`src/rtl/cordmag_pkg.sv`:
```
package cordmag_pkg;

  // Which way a micro-rotation turns the vector.
  typedef enum logic {
    ROT_DOWN = 1'b0,  // quadrature >= 0: turn clockwise
    ROT_UP   = 1'b1   // quadrature <  0: turn counter-clockwise
  } rot_dir_e;

  // Working width: sign, one bit for the fold of the most negative value,
  // one bit for the gain growth of about 2.33, plus fractional guard bits.
  function automatic int work_width(input int in_w, input int guard);
    return in_w + 3 + guard;
  endfunction

endpackage

```
`src/rtl/cordmag_fold.sv`:
```
module cordmag_fold #(
  parameter int IN_W  = 17,
  parameter int W     = 25,
  parameter int GUARD = 5,
  parameter int TAG_W = 8
) (
  input  logic                    clk,
  input  logic                    rst,
  input  logic                    in_valid,
  input  logic signed [IN_W-1:0]  in_i,
  input  logic signed [IN_W-1:0]  in_q,
  input  logic [TAG_W-1:0]        in_tag,
  output logic                    out_valid,
  output logic signed [W-1:0]     out_x,
  output logic signed [W-1:0]     out_y,
  output logic [TAG_W-1:0]        out_tag
);

  localparam int EXT = W - IN_W;

  logic signed [W-1:0] wide_i, wide_q;
  logic signed [W-1:0] sc_i, sc_q;

  always_comb begin
    wide_i = {{EXT{in_i[IN_W-1]}}, in_i};
    wide_q = {{EXT{in_q[IN_W-1]}}, in_q};
    sc_i   = wide_i <<< GUARD;
    sc_q   = wide_q <<< GUARD;
  end

  // Negating both components turns the vector by 180 degrees: the length
  // is unchanged and the angle lands in [-90, 90].
  always_ff @(posedge clk) begin
    if (rst) begin
      out_valid <= 1'b0;
      out_x     <= '0;
      out_y     <= '0;
      out_tag   <= '0;
    end else begin
      out_valid <= in_valid;
      out_tag   <= in_tag;
      if (sc_i[W-1]) begin
        out_x <= -sc_i;
        out_y <= -sc_q;
      end else begin
        out_x <= sc_i;
        out_y <= sc_q;
      end
    end
  end

endmodule

```
`src/rtl/cordmag_stage.sv`:
```
module cordmag_stage
  import cordmag_pkg::*;
#(
  parameter int W     = 25,
  parameter int TAG_W = 8,
  parameter int SHIFT = 0
) (
  input  logic                clk,
  input  logic                rst,
  input  logic                in_valid,
  input  logic signed [W-1:0] in_x,
  input  logic signed [W-1:0] in_y,
  input  logic [TAG_W-1:0]    in_tag,
  output logic                out_valid,
  output logic signed [W-1:0] out_x,
  output logic signed [W-1:0] out_y,
  output logic [TAG_W-1:0]    out_tag
);

  rot_dir_e            dir;
  logic signed [W-1:0] x_sh, y_sh;

  always_comb begin
    dir  = in_y[W-1] ? ROT_UP : ROT_DOWN;
    x_sh = in_x >>> SHIFT;
    y_sh = in_y >>> SHIFT;
  end

  always_ff @(posedge clk) begin
    if (rst) begin
      out_valid <= 1'b0;
      out_x     <= '0;
      out_y     <= '0;
      out_tag   <= '0;
    end else begin
      out_valid <= in_valid;
      out_tag   <= in_tag;
      if (dir == ROT_DOWN) begin
        out_x <= in_x + y_sh;
        out_y <= in_y - x_sh;
      end else begin
        out_x <= in_x - y_sh;
        out_y <= in_y + x_sh;
      end
    end
  end

endmodule

```
`src/rtl/cordmag_scale.sv`:
```
module cordmag_scale #(
  parameter int          W      = 25,
  parameter int          OUT_W  = 16,
  parameter int          TAG_W  = 8,
  parameter int          GUARD  = 5,
  parameter int          K_FRAC = 18,
  parameter int unsigned K_INV  = 159188
) (
  input  logic                clk,
  input  logic                rst,
  input  logic                in_valid,
  input  logic signed [W-1:0] in_x,
  input  logic [TAG_W-1:0]    in_tag,
  output logic                out_valid,
  output logic [OUT_W-1:0]    out_mag,
  output logic [TAG_W-1:0]    out_tag
);

  localparam int SH = GUARD + K_FRAC;
  localparam int PW = W + K_FRAC + 1;

  logic [W-1:0]  mag_u;
  logic [PW-1:0] prod, rounded, quot;
  logic          over;

  always_comb begin
    // In the right half-plane x never goes negative; clamp defensively.
    mag_u   = in_x[W-1] ? '0 : $unsigned(in_x);
    prod    = PW'(mag_u) * PW'(K_INV);
    rounded = prod + (PW'(1) << (SH - 1));
    quot    = rounded >> SH;
    over    = |quot[PW-1:OUT_W];
  end

  always_ff @(posedge clk) begin
    if (rst) begin
      out_valid <= 1'b0;
      out_mag   <= '0;
      out_tag   <= '0;
    end else begin
      out_valid <= in_valid;
      out_tag   <= in_tag;
      out_mag   <= over ? '1 : quot[OUT_W-1:0];
    end
  end

endmodule

```
`src/rtl/cordmag_top.sv`:
```
module cordmag_top
  import cordmag_pkg::*;
#(
  parameter int          IN_W   = 17,
  parameter int          OUT_W  = 16,
  parameter int          TAG_W  = 8,
  parameter int          STAGES = 16,
  parameter int          GUARD  = 5,
  parameter int          K_FRAC = 18,
  parameter int unsigned K_INV  = 159188   // round(2^K_FRAC / gain of STAGES)
) (
  input  logic                   clk,
  input  logic                   rst,
  input  logic                   in_valid,
  input  logic signed [IN_W-1:0] in_i,
  input  logic signed [IN_W-1:0] in_q,
  input  logic [TAG_W-1:0]       in_tag,
  output logic                   out_valid,
  output logic [OUT_W-1:0]       out_mag,
  output logic [TAG_W-1:0]       out_tag
);

  localparam int W       = work_width(IN_W, GUARD);
  localparam int LATENCY = STAGES + 2;

  // Index k holds the operands entering rotation stage k.
  logic signed [W-1:0] xs   [STAGES+1];
  logic signed [W-1:0] ys   [STAGES];
  logic                vs   [STAGES+1];
  logic [TAG_W-1:0]    tags [STAGES+1];

  cordmag_fold #(
    .IN_W(IN_W), .W(W), .GUARD(GUARD), .TAG_W(TAG_W)
  ) u_fold (
    .clk(clk), .rst(rst),
    .in_valid(in_valid), .in_i(in_i), .in_q(in_q), .in_tag(in_tag),
    .out_valid(vs[0]), .out_x(xs[0]), .out_y(ys[0]), .out_tag(tags[0])
  );

  for (genvar k = 0; k < STAGES; k++) begin : g_rot
    if (k < STAGES - 1) begin : g_full
      cordmag_stage #(
        .W(W), .TAG_W(TAG_W), .SHIFT(k)
      ) u_stage (
        .clk(clk), .rst(rst),
        .in_valid(vs[k]), .in_x(xs[k]), .in_y(ys[k]), .in_tag(tags[k]),
        .out_valid(vs[k+1]), .out_x(xs[k+1]), .out_y(ys[k+1]),
        .out_tag(tags[k+1])
      );
    end else begin : g_last
      // Final rotation: only the in-phase result is needed downstream.
      logic signed [W-1:0] y_sh;
      assign y_sh = ys[k] >>> k;
      always_ff @(posedge clk) begin
        if (rst) begin
          vs[k+1]   <= 1'b0;
          xs[k+1]   <= '0;
          tags[k+1] <= '0;
        end else begin
          vs[k+1]   <= vs[k];
          tags[k+1] <= tags[k];
          xs[k+1]   <= ys[k][W-1] ? xs[k] - y_sh : xs[k] + y_sh;
        end
      end
    end
  end

  cordmag_scale #(
    .W(W), .OUT_W(OUT_W), .TAG_W(TAG_W), .GUARD(GUARD),
    .K_FRAC(K_FRAC), .K_INV(K_INV)
  ) u_scale (
    .clk(clk), .rst(rst),
    .in_valid(vs[STAGES]), .in_x(xs[STAGES]), .in_tag(tags[STAGES]),
    .out_valid(out_valid), .out_mag(out_mag), .out_tag(out_tag)
  );

endmodule

```
`config.mk`:
```
export PLATFORM = sky130hd
export DESIGN_NAME = cordmag_top
export DESIGN_NICKNAME = d
export VERILOG_FILES = /design/src/rtl/cordmag_pkg.sv /design/src/rtl/cordmag_fold.sv /design/src/rtl/cordmag_stage.sv /design/src/rtl/cordmag_scale.sv /design/src/rtl/cordmag_top.sv
export SDC_FILE = /design/constraint.sdc
export NUM_CORES = 2
export LEC_CHECK = 0
export BUFFER_PORTS_ARGS = -buffer_cell sky130_fd_sc_hd__clkbuf_2
export CORE_AREA = 5 5 527 269
export CTS_BUF_LIST = sky130_fd_sc_hd__clkbuf_16
export DETAILED_ROUTE_END_ITERATION = 8
export DIE_AREA = 0 0 532 274
export GPL_TIMING_DRIVEN = 0
export HOLD_SLACK_MARGIN = 0.1
export PLACE_DENSITY_LB_ADDON = 0.12
export SETUP_SLACK_MARGIN = 0.5
export SKIP_LAST_GASP = 1
export SLEW_MARGIN = 0
export SYNTH_ARGS = -nofsm -noshare
export SYNTH_HDL_FRONTEND = slang
export SYNTH_SLANG_ARGS = --single-unit
```
`constraint.sdc`:
```
create_clock -name clk -period 22 [get_ports clk]
set_input_delay 4.4 -clock clk [delete_from_list [all_inputs] [get_ports clk]]
set_output_delay 4.4 -clock clk [all_outputs]
set_load 0.01 [all_outputs]
```
---- Yosys cells after proc, flatten, opt, wreduce, memory -nomap -nowiden ----
Cells that the tools add are included.
word-level totals
  flip-flop bits (word level) ............. 1,003
  input port bits ......................... 45
  word-level logic and storage cells ...... 190
cells by class
  $add $sub $neg .......................... 64
  multiply operators ...................... 1
  mux-type cells .......................... 50
  bitwise gates (word level) .............. 1
  reductions and logical operators ........ 2
operator list
  cell              number
  $mux 25           32
  $add 25x11->25    2
  $add 25x12->25    2
  $add 25x13->25    2
  $add 25x14->25    2
  $add 25x15->25    2
  $add 25x16->25    2
  $add 25x17->25    2
  $add 25x18->25    2
  $add 25x19->25    2
  $add 25x20->25    2
  $add 25x21->25    2
  $add 25x22->25    2
  $add 25x23->25    2
  $add 25x24->25    2
  $neg 22->25       2
  $sub 25x11->25    2
  $sub 25x12->25    2
  $sub 25x13->25    2
  $sub 25x14->25    2
  $sub 25x15->25    2
  $sub 25x16->25    2
  $sub 25x17->25    2
  $sub 25x18->25    2
  other kinds (19)  40

---- Logic depth before layout (Yosys ltp) ----
  word-level depth ........................ 5
  depth in mapped cells ................... 30

---- Hierarchy ----
From an unflattened synthesis, not the netlist that was laid out.
second synthesis, totals
  cell total of the unflattened synthesis .. 10,842
  area, all modules ....................... 87,557.7 um^2
modules (own cells, without submodules)
  module                                    instances  cells each  area each (um^2)  sequential area each (um^2)
  cordmag_scale                             1          1,014       9,182.6           500.5
  cordmag_stage (g_rot[0].g_full.u_stage)   1          733         5,587.9           1,161.1
  cordmag_stage (g_rot[5].g_full.u_stage)   1          655         5,168.7           1,181.1
  cordmag_stage (g_rot[4].g_full.u_stage)   1          659         5,121.2           1,181.1
  cordmag_stage (g_rot[1].g_full.u_stage)   1          628         5,004.8           1,181.1
  cordmag_stage (g_rot[2].g_full.u_stage)   1          632         4,966.0           1,181.1
  cordmag_stage (g_rot[11].g_full.u_stage)  1          611         4,912.2           1,181.1
  cordmag_stage (g_rot[9].g_full.u_stage)   1          610         4,895.9           1,181.1
  cordmag_stage (g_rot[6].g_full.u_stage)   1          613         4,863.4           1,181.1
  cordmag_stage (g_rot[3].g_full.u_stage)   1          613         4,854.7           1,181.1
  cordmag_stage (g_rot[7].g_full.u_stage)   1          605         4,853.4           1,181.1
  cordmag_stage (g_rot[10].g_full.u_stage)  1          613         4,810.9           1,181.1
  cordmag_stage (g_rot[12].g_full.u_stage)  1          597         4,719.5           1,181.1
  cordmag_stage (g_rot[8].g_full.u_stage)   1          590         4,704.5           1,181.1
  +4 rows                                   --         --          --                --

---- Worst setup path before layout ----
Ideal clock, no wire load.
  kind .................................... register to register
  start ................................... register xs[24] (netlist bit)
  end ..................................... register u_scale.out_mag[11]
  arrival ................................. 7.539 ns
  required time ........................... 21.862 ns
  setup slack ............................. 14.323 ns
  stages on the path, launching flop included .. 28
  buffers on the path ..................... 5
  clock period less this slack ............ 7.677 ns
  cell sequence ........................... dfxtp_1 > clkbuf_1 > clkbuf_1 > nand2b_1 > inv_1 > fa_1 > inv_1 > fa_1 > inv_1 > fa_1 > fa_1 > fa_1 > fa_1 > ha_1 > buf_2 > nand4_1 > nor2_1 > o21ba_1 > or3_1 > buf_6 > a2111o_1 > a41oi_2 > xnor2_1 > nand4b_4 > or4_4 > nand2_2 > buf_8 > a21oi_2
on the way
  cells in the longest elaborated chain, start to end .. 5
ends and longest elaborated chain
  element                            RTL line             text
  from (decl)                        cordmag_top.sv:27    logic signed [W-1:0] xs [STAGES+1];
  from (signal, indexed assignment)  cordmag_top.sv:62    xs[k+1] <= ys[k][W-1] ? xs[k] - y_sh : xs[k] + y_sh;
  $mux 24 *                          cordmag_scale.sv:28  mag_u = in_x[W-1] ? '0 : $unsigned(in_x);
  $mul 25x16->41 *                   cordmag_scale.sv:29  prod = PW'(mag_u) * PW'(K_INV);
  $add 43x23->44 *                   cordmag_scale.sv:30  rounded = prod + (PW'(1) << (SH - 1));
  $reduce_or 5->1                    cordmag_scale.sv:32  over = |quot[PW-1:OUT_W];
  $mux 16 *                          cordmag_scale.sv:43  out_mag <= over ? '1 : quot[OUT_W-1:0];
  to (signal assigned)               cordmag_scale.sv:43
  to (decl)                          cordmag_scale.sv:15  output logic [OUT_W-1:0] out_mag,
Every way passes the cells marked *; elsewhere a longest branch is shown, timed or not.
A chain may end at the register's enable or synchronous reset.

---- Final worst setup path ----
  start ................................... register xs[24] (netlist bit)
  end ..................................... register u_scale.out_mag[10]
Same word-level chain as after synthesis.

==> parameters.txt <==
Parameter                              Value

Layout
  Ratio of cells with drive above 1 in the final layout ... 3.99%
  Layout net count ... 10441
  Area grow syn2layout ... 7.72%
  Most common library cell in the layout ignoring fill and taps ... sky130_fd_sc_hd__nor2_1
  Non-Filler Instances ... 11203
  Leading cell types in the layout, fill and taps excluded ... sky130_fd_sc_hd__nor2_1, sky130_fd_sc_hd__dfxtp_1, sky130_fd_sc_hd__ha_1

Global routing
  GRT Util Overall ... 34.3%
  Antenna violations before repair ... 12
  Pin count of the biggest net entering global routing ... 17
  Number of global-route vias before repair ... 60070
  Global-route wire length before repair ... 381 mm
  GR Overflow Total ... 0

Setup path
  Max FO, Critical Path ... 10
  Crit. path cell count ... 25
  Endpoint kind of the worst setup timing path ... flip-flop
  Total buffers and inverters traversed by the critical path ... 5
  Worst r2r path cells ... 25
  FF-to-FF setup slack ... 12.52 ns
  Worst flop-to-flop path startpoint ... xs[24]$_SDFF_PP0_
  Top delay family on crit path ... adder cells
  Library cell contributing the largest single delay on the critical path ... sky130_fd_sc_hd__a21oi_1
  Category of the most critical setup path ... reg2reg
  RR Endpoint ... u_scale.out_mag[10]$_SDFF_PP0_
  Required time of the critical path ... ~23 ns
  Most used cell along the critical path ... sky130_fd_sc_hd__fa_1
  Category of the worst setup path launch point ... flip-flop
  Worst endpoint data arrival time ... between 10 and 15 ns
  Worst stage delay on the critical path ... 0.62 ns

Yosys
  Main synth FF type ... sky130_fd_sc_hd__dfxtp_1
  Number of storage elements in the synthesis netlist ... between 900 and 1000
  EDFF count, synth ... 0
  Distinct cells, synth ... 98
  Share of flip-flops with an asynchronous set or reset after synthesis ... 0%
  Synth Cell Area ... 74600 sq um
  Proportion of synthesized chip area in sequential cells ... 25.6%
  Mean instance size in the synthesized netlist ... 8.16 sq um
  Mapped Cells ... 9146
  Yosys warns ... 0

Drt
  Iteration count of the initial detailed-routing pass ... 6
  Number of vias in the routed layout ... a little under 70000
  Detailed-route vias per instance ... 6.06
  Average wire per standard cell ... 23.2 microns
  DR iter-0 viols ... 8071
  Number of nets with antenna violations after detailed routing ... 0
  DRC violation count after routing ... 0
  DRT Wirelength ... approximately 260 mm

STA
  Actual slew at the worst max-slew pin ... 1.43 ns
  RSZ-0062 raised after global routing ... no
  Pins over their slew limit ... 0
  F_max ... 105 MHz
  Final critical path time including I/O delays and setup ... about 9.5 ns
  Slew HR ... 2.45%
  # setup viols final ... 0
  Part of the cycle the worst path needs ... 43.1%
  Final clock skew ... 0.0357 ns
  Setup TNS ... 0 ns
  Number of failing hold endpoints at the final stage ... 0

Clocking
  Hold buffer count at cts ... 0
  Clock Pin Slew Worst Setup and Hold Paths ... 0.07 ns
  Post-CTS repair timing setup buffer count ... 0
  Depth of the CTS H-tree ... 3
  PostCTS Resize Cnt ... 0
  Clk sink count ... 953
  TritonCTS clock tree ... yes
  Clock buffers created by TritonCTS ... 92
  Maximum buffer depth of the clock tree ... 3
  Root Driver ... sky130_fd_sc_hd__clkbuf_16
  Clock latency reported for the late side of the worst-skew pair ... 0.73 ns

Min path
  Worst min-delay path class ... reg2reg
  Worst hold endpoint ... g_rot[6].g_full.u_stage.out_tag[1]$_SDFF_PP0_
  Startpoint of the worst hold path ... g_rot[5].g_full.u_stage.out_tag[1]$_SDFF_PP0_
  Number of stages on the worst hold path ... 1

Job
  Number of max-capacitance violations reported ... 1

Status
  Violated checks ... max-capacitance violations
  Outcome ... finished with violations

Place
  Cells after DPL ... 11032
  Placed wire-length estimate ... 215 mm
  PortBufs ... 67
  RD Place Congestion ... 1.07

Die
  Die outline area ... approximately 150000 sq um
  Initial standard-cell utilization of the core ... 54.8%
  I/O Pins ... 70
  Y dimension of the die ... around 270 microns
  Width of the chip ... 532 microns
  Num rows ... 96
  Core outline area ... about 140000 sq um
worst reg2reg max path: stages (launching register included):
cell	delay (ns)
sky130_fd_sc_hd__dfxtp_1	0.39
sky130_fd_sc_hd__clkbuf_1	0.39
sky130_fd_sc_hd__clkbuf_1	0.47
sky130_fd_sc_hd__nor2b_1	0.33
sky130_fd_sc_hd__ha_1	0.40
sky130_fd_sc_hd__fa_1	0.45
sky130_fd_sc_hd__fa_1	0.57
sky130_fd_sc_hd__fa_1	0.45
sky130_fd_sc_hd__fa_1	0.56
sky130_fd_sc_hd__inv_1	0.06
sky130_fd_sc_hd__fa_1	0.54
sky130_fd_sc_hd__inv_1	0.05
sky130_fd_sc_hd__ha_1	0.34
sky130_fd_sc_hd__a2111oi_2	0.37
sky130_fd_sc_hd__o21ai_1	0.33
sky130_fd_sc_hd__a21oi_2	0.35
sky130_fd_sc_hd__a2111oi_2	0.16
sky130_fd_sc_hd__or3_1	0.43
sky130_fd_sc_hd__buf_6	0.15
sky130_fd_sc_hd__a2111o_1	0.50
sky130_fd_sc_hd__a41oi_2	0.31
sky130_fd_sc_hd__xnor2_1	0.25
sky130_fd_sc_hd__nand4b_4	0.15
sky130_fd_sc_hd__or4_4	0.52
sky130_fd_sc_hd__a21oi_1	0.63
sky130_fd_sc_hd__nor2_1	0.19
worst max path at each step:
stage / start / end / slack (ns)
final: xs[24]$_SDFF_PP0_ / u_scale.out_mag[10]$_SDFF_PP0_ / 12.52
after global routing: xs[24]$_SDFF_PP0_ / u_scale.out_mag[10]$_SDFF_PP0_ / 12.23
after CTS: xs[24]$_SDFF_PP0_ / u_scale.out_mag[10]$_SDFF_PP0_ / 12.67
after detailed placement: xs[24]$_SDFF_PP0_ / u_scale.out_mag[10]$_SDFF_PP0_ / 12.70
after global placement: rst / g_rot[8].g_full.u_stage.out_x[0]$_SDFF_PP0_ / 11.75
after floorplan: xs[24]$_SDFF_PP0_ / u_scale.out_mag[11]$_SDFF_PP0_ / 14.32
metrics by stage:
| stage | util, % | instance area (sq um) | hold WS, ns | setup slack, ns |
|---|---|---|---|---|
| 2_1_floorplan | - | 74600 | 0.414 | 14.32 |
| 3_3_place_gp | 56.7 | 77200 | 0.415 | 11.75 |
| 3_5_place_dp | 56.8 | 77300 | 0.421 | 12.70 |
| 4_1_cts | 59.0 | 80400 | 0.434 | 12.67 |
| 5_1_grt | 59.0 | 80400 | 0.452 | 12.23 |
| 6_report | 59.0 | 80400 | 0.435 | 12.52 |
registers in the layout, indices dropped and copies added, names as in the netlist:
register,count
u_fold.out_tag,8
u_fold.out_y,20
xs,25
u_fold.out_x,20
u_scale.out_mag,16
tags,8
u_fold.out_valid,1
g_rot.g_full.u_stage.out_tag,120
g_rot.g_full.u_stage.out_valid,15
g_rot.g_full.u_stage.out_x,361
u_scale.out_valid,1
u_scale.out_tag,8
g_rot.g_full.u_stage.out_y,349
vs,1
synth_stat cells, types with 19 or more instances:
| master | number | area, sq um |
|---|---|---|
| sky130_fd_sc_hd__a21boi_0 | 26 | 195 |
| sky130_fd_sc_hd__and3_1 | 120 | 751 |
| sky130_fd_sc_hd__nand3_1 | 167 | 836 |
| sky130_fd_sc_hd__nand4_1 | 24 | 150 |
| sky130_fd_sc_hd__or3_1 | 87 | 544 |
| sky130_fd_sc_hd__o21ai_0 | 326 | 1630 |
| sky130_fd_sc_hd__a2111oi_0 | 22 | 193 |
| sky130_fd_sc_hd__a21oi_1 | 629 | 3150 |
| sky130_fd_sc_hd__o21bai_1 | 82 | 616 |
| sky130_fd_sc_hd__and2_1 | 63 | 394 |
| sky130_fd_sc_hd__o211ai_1 | 32 | 240 |
| sky130_fd_sc_hd__or2_2 | 29 | 181 |
| sky130_fd_sc_hd__a31oi_1 | 90 | 563 |
| sky130_fd_sc_hd__nor2b_1 | 303 | 1900 |
| sky130_fd_sc_hd__a21o_1 | 214 | 1610 |
| sky130_fd_sc_hd__clkbuf_1 | 218 | 818 |
| sky130_fd_sc_hd__mux2_2 | 36 | 405 |
| sky130_fd_sc_hd__nor2_1 | 1389 | 5210 |
| sky130_fd_sc_hd__nor4_1 | 101 | 632 |
| sky130_fd_sc_hd__a211o_1 | 23 | 201 |
| sky130_fd_sc_hd__nand2_1 | 455 | 1710 |
| sky130_fd_sc_hd__dfxtp_1 | 953 | 19100 |
| sky130_fd_sc_hd__o41ai_1 | 32 | 280 |
| sky130_fd_sc_hd__inv_1 | 557 | 2090 |
| sky130_fd_sc_hd__xnor2_1 | 588 | 5150 |
| sky130_fd_sc_hd__a31o_2 | 23 | 201 |
| sky130_fd_sc_hd__nand2b_1 | 103 | 644 |
| sky130_fd_sc_hd__o21a_1 | 59 | 443 |
| sky130_fd_sc_hd__a211oi_1 | 89 | 668 |
| sky130_fd_sc_hd__o31ai_1 | 35 | 263 |
| sky130_fd_sc_hd__nor3_1 | 380 | 1900 |
| sky130_fd_sc_hd__nor3b_1 | 30 | 225 |
| sky130_fd_sc_hd__ha_1 | 913 | 11400 |
| sky130_fd_sc_hd__or4_1 | 19 | 143 |
| sky130_fd_sc_hd__mux2i_1 | 29 | 290 |
| sky130_fd_sc_hd__xor2_1 | 453 | 3970 |
| sky130_fd_sc_hd__o31a_1 | 19 | 166 |
| sky130_fd_sc_hd__fa_1 | 169 | 3380 |
kinds of logic (layout without fill, tap and decap cells):
group	count (synthesis)	count (layout)	share of synthesized area (%)
flip-flops	953	953	25.6
other	1	6	0.00502
multiplexers	65	65	0.932
XOR/XNOR	1042	1042	12.2
buffers and inverters	801	1040	4.06
adder cells (fa/ha/maj)	1082	1082	19.8
AO/OA/AOI/OAI	1875	1875	16.3
AND/OR/NAND/NOR	3327	3327	21.1
cell type report:
type / count / area (sq um)
inverters: 559 / 2100
fillers: 12446 / 55800
plain buffers: 242 / 951
clock buffers: 93 / 2330
flip-flops and latches: 953 / 19100
multi-input cells: 7394 / 52500
well taps: 1813 / 2270
repair buffers: 72 / 388
clock inverters: 74 / 731
diodes: 3 / 7.51
routing by layer:
metal / vias to the layer above / wire length (microns) / global-route usage, %
met2: 3341 / 78300 / 36.2
met5: - / 9 / 0
met3: 221 / 41900 / 15.2
met1: 32346 / 137000 / 58.9
met4: 2 / 2930 / 3.94
li1: 32023 / - / -
Power is left out: the tool's default activity adds up to more than one toggle a clock period on the data nets, which glitch-free logic cannot reach.
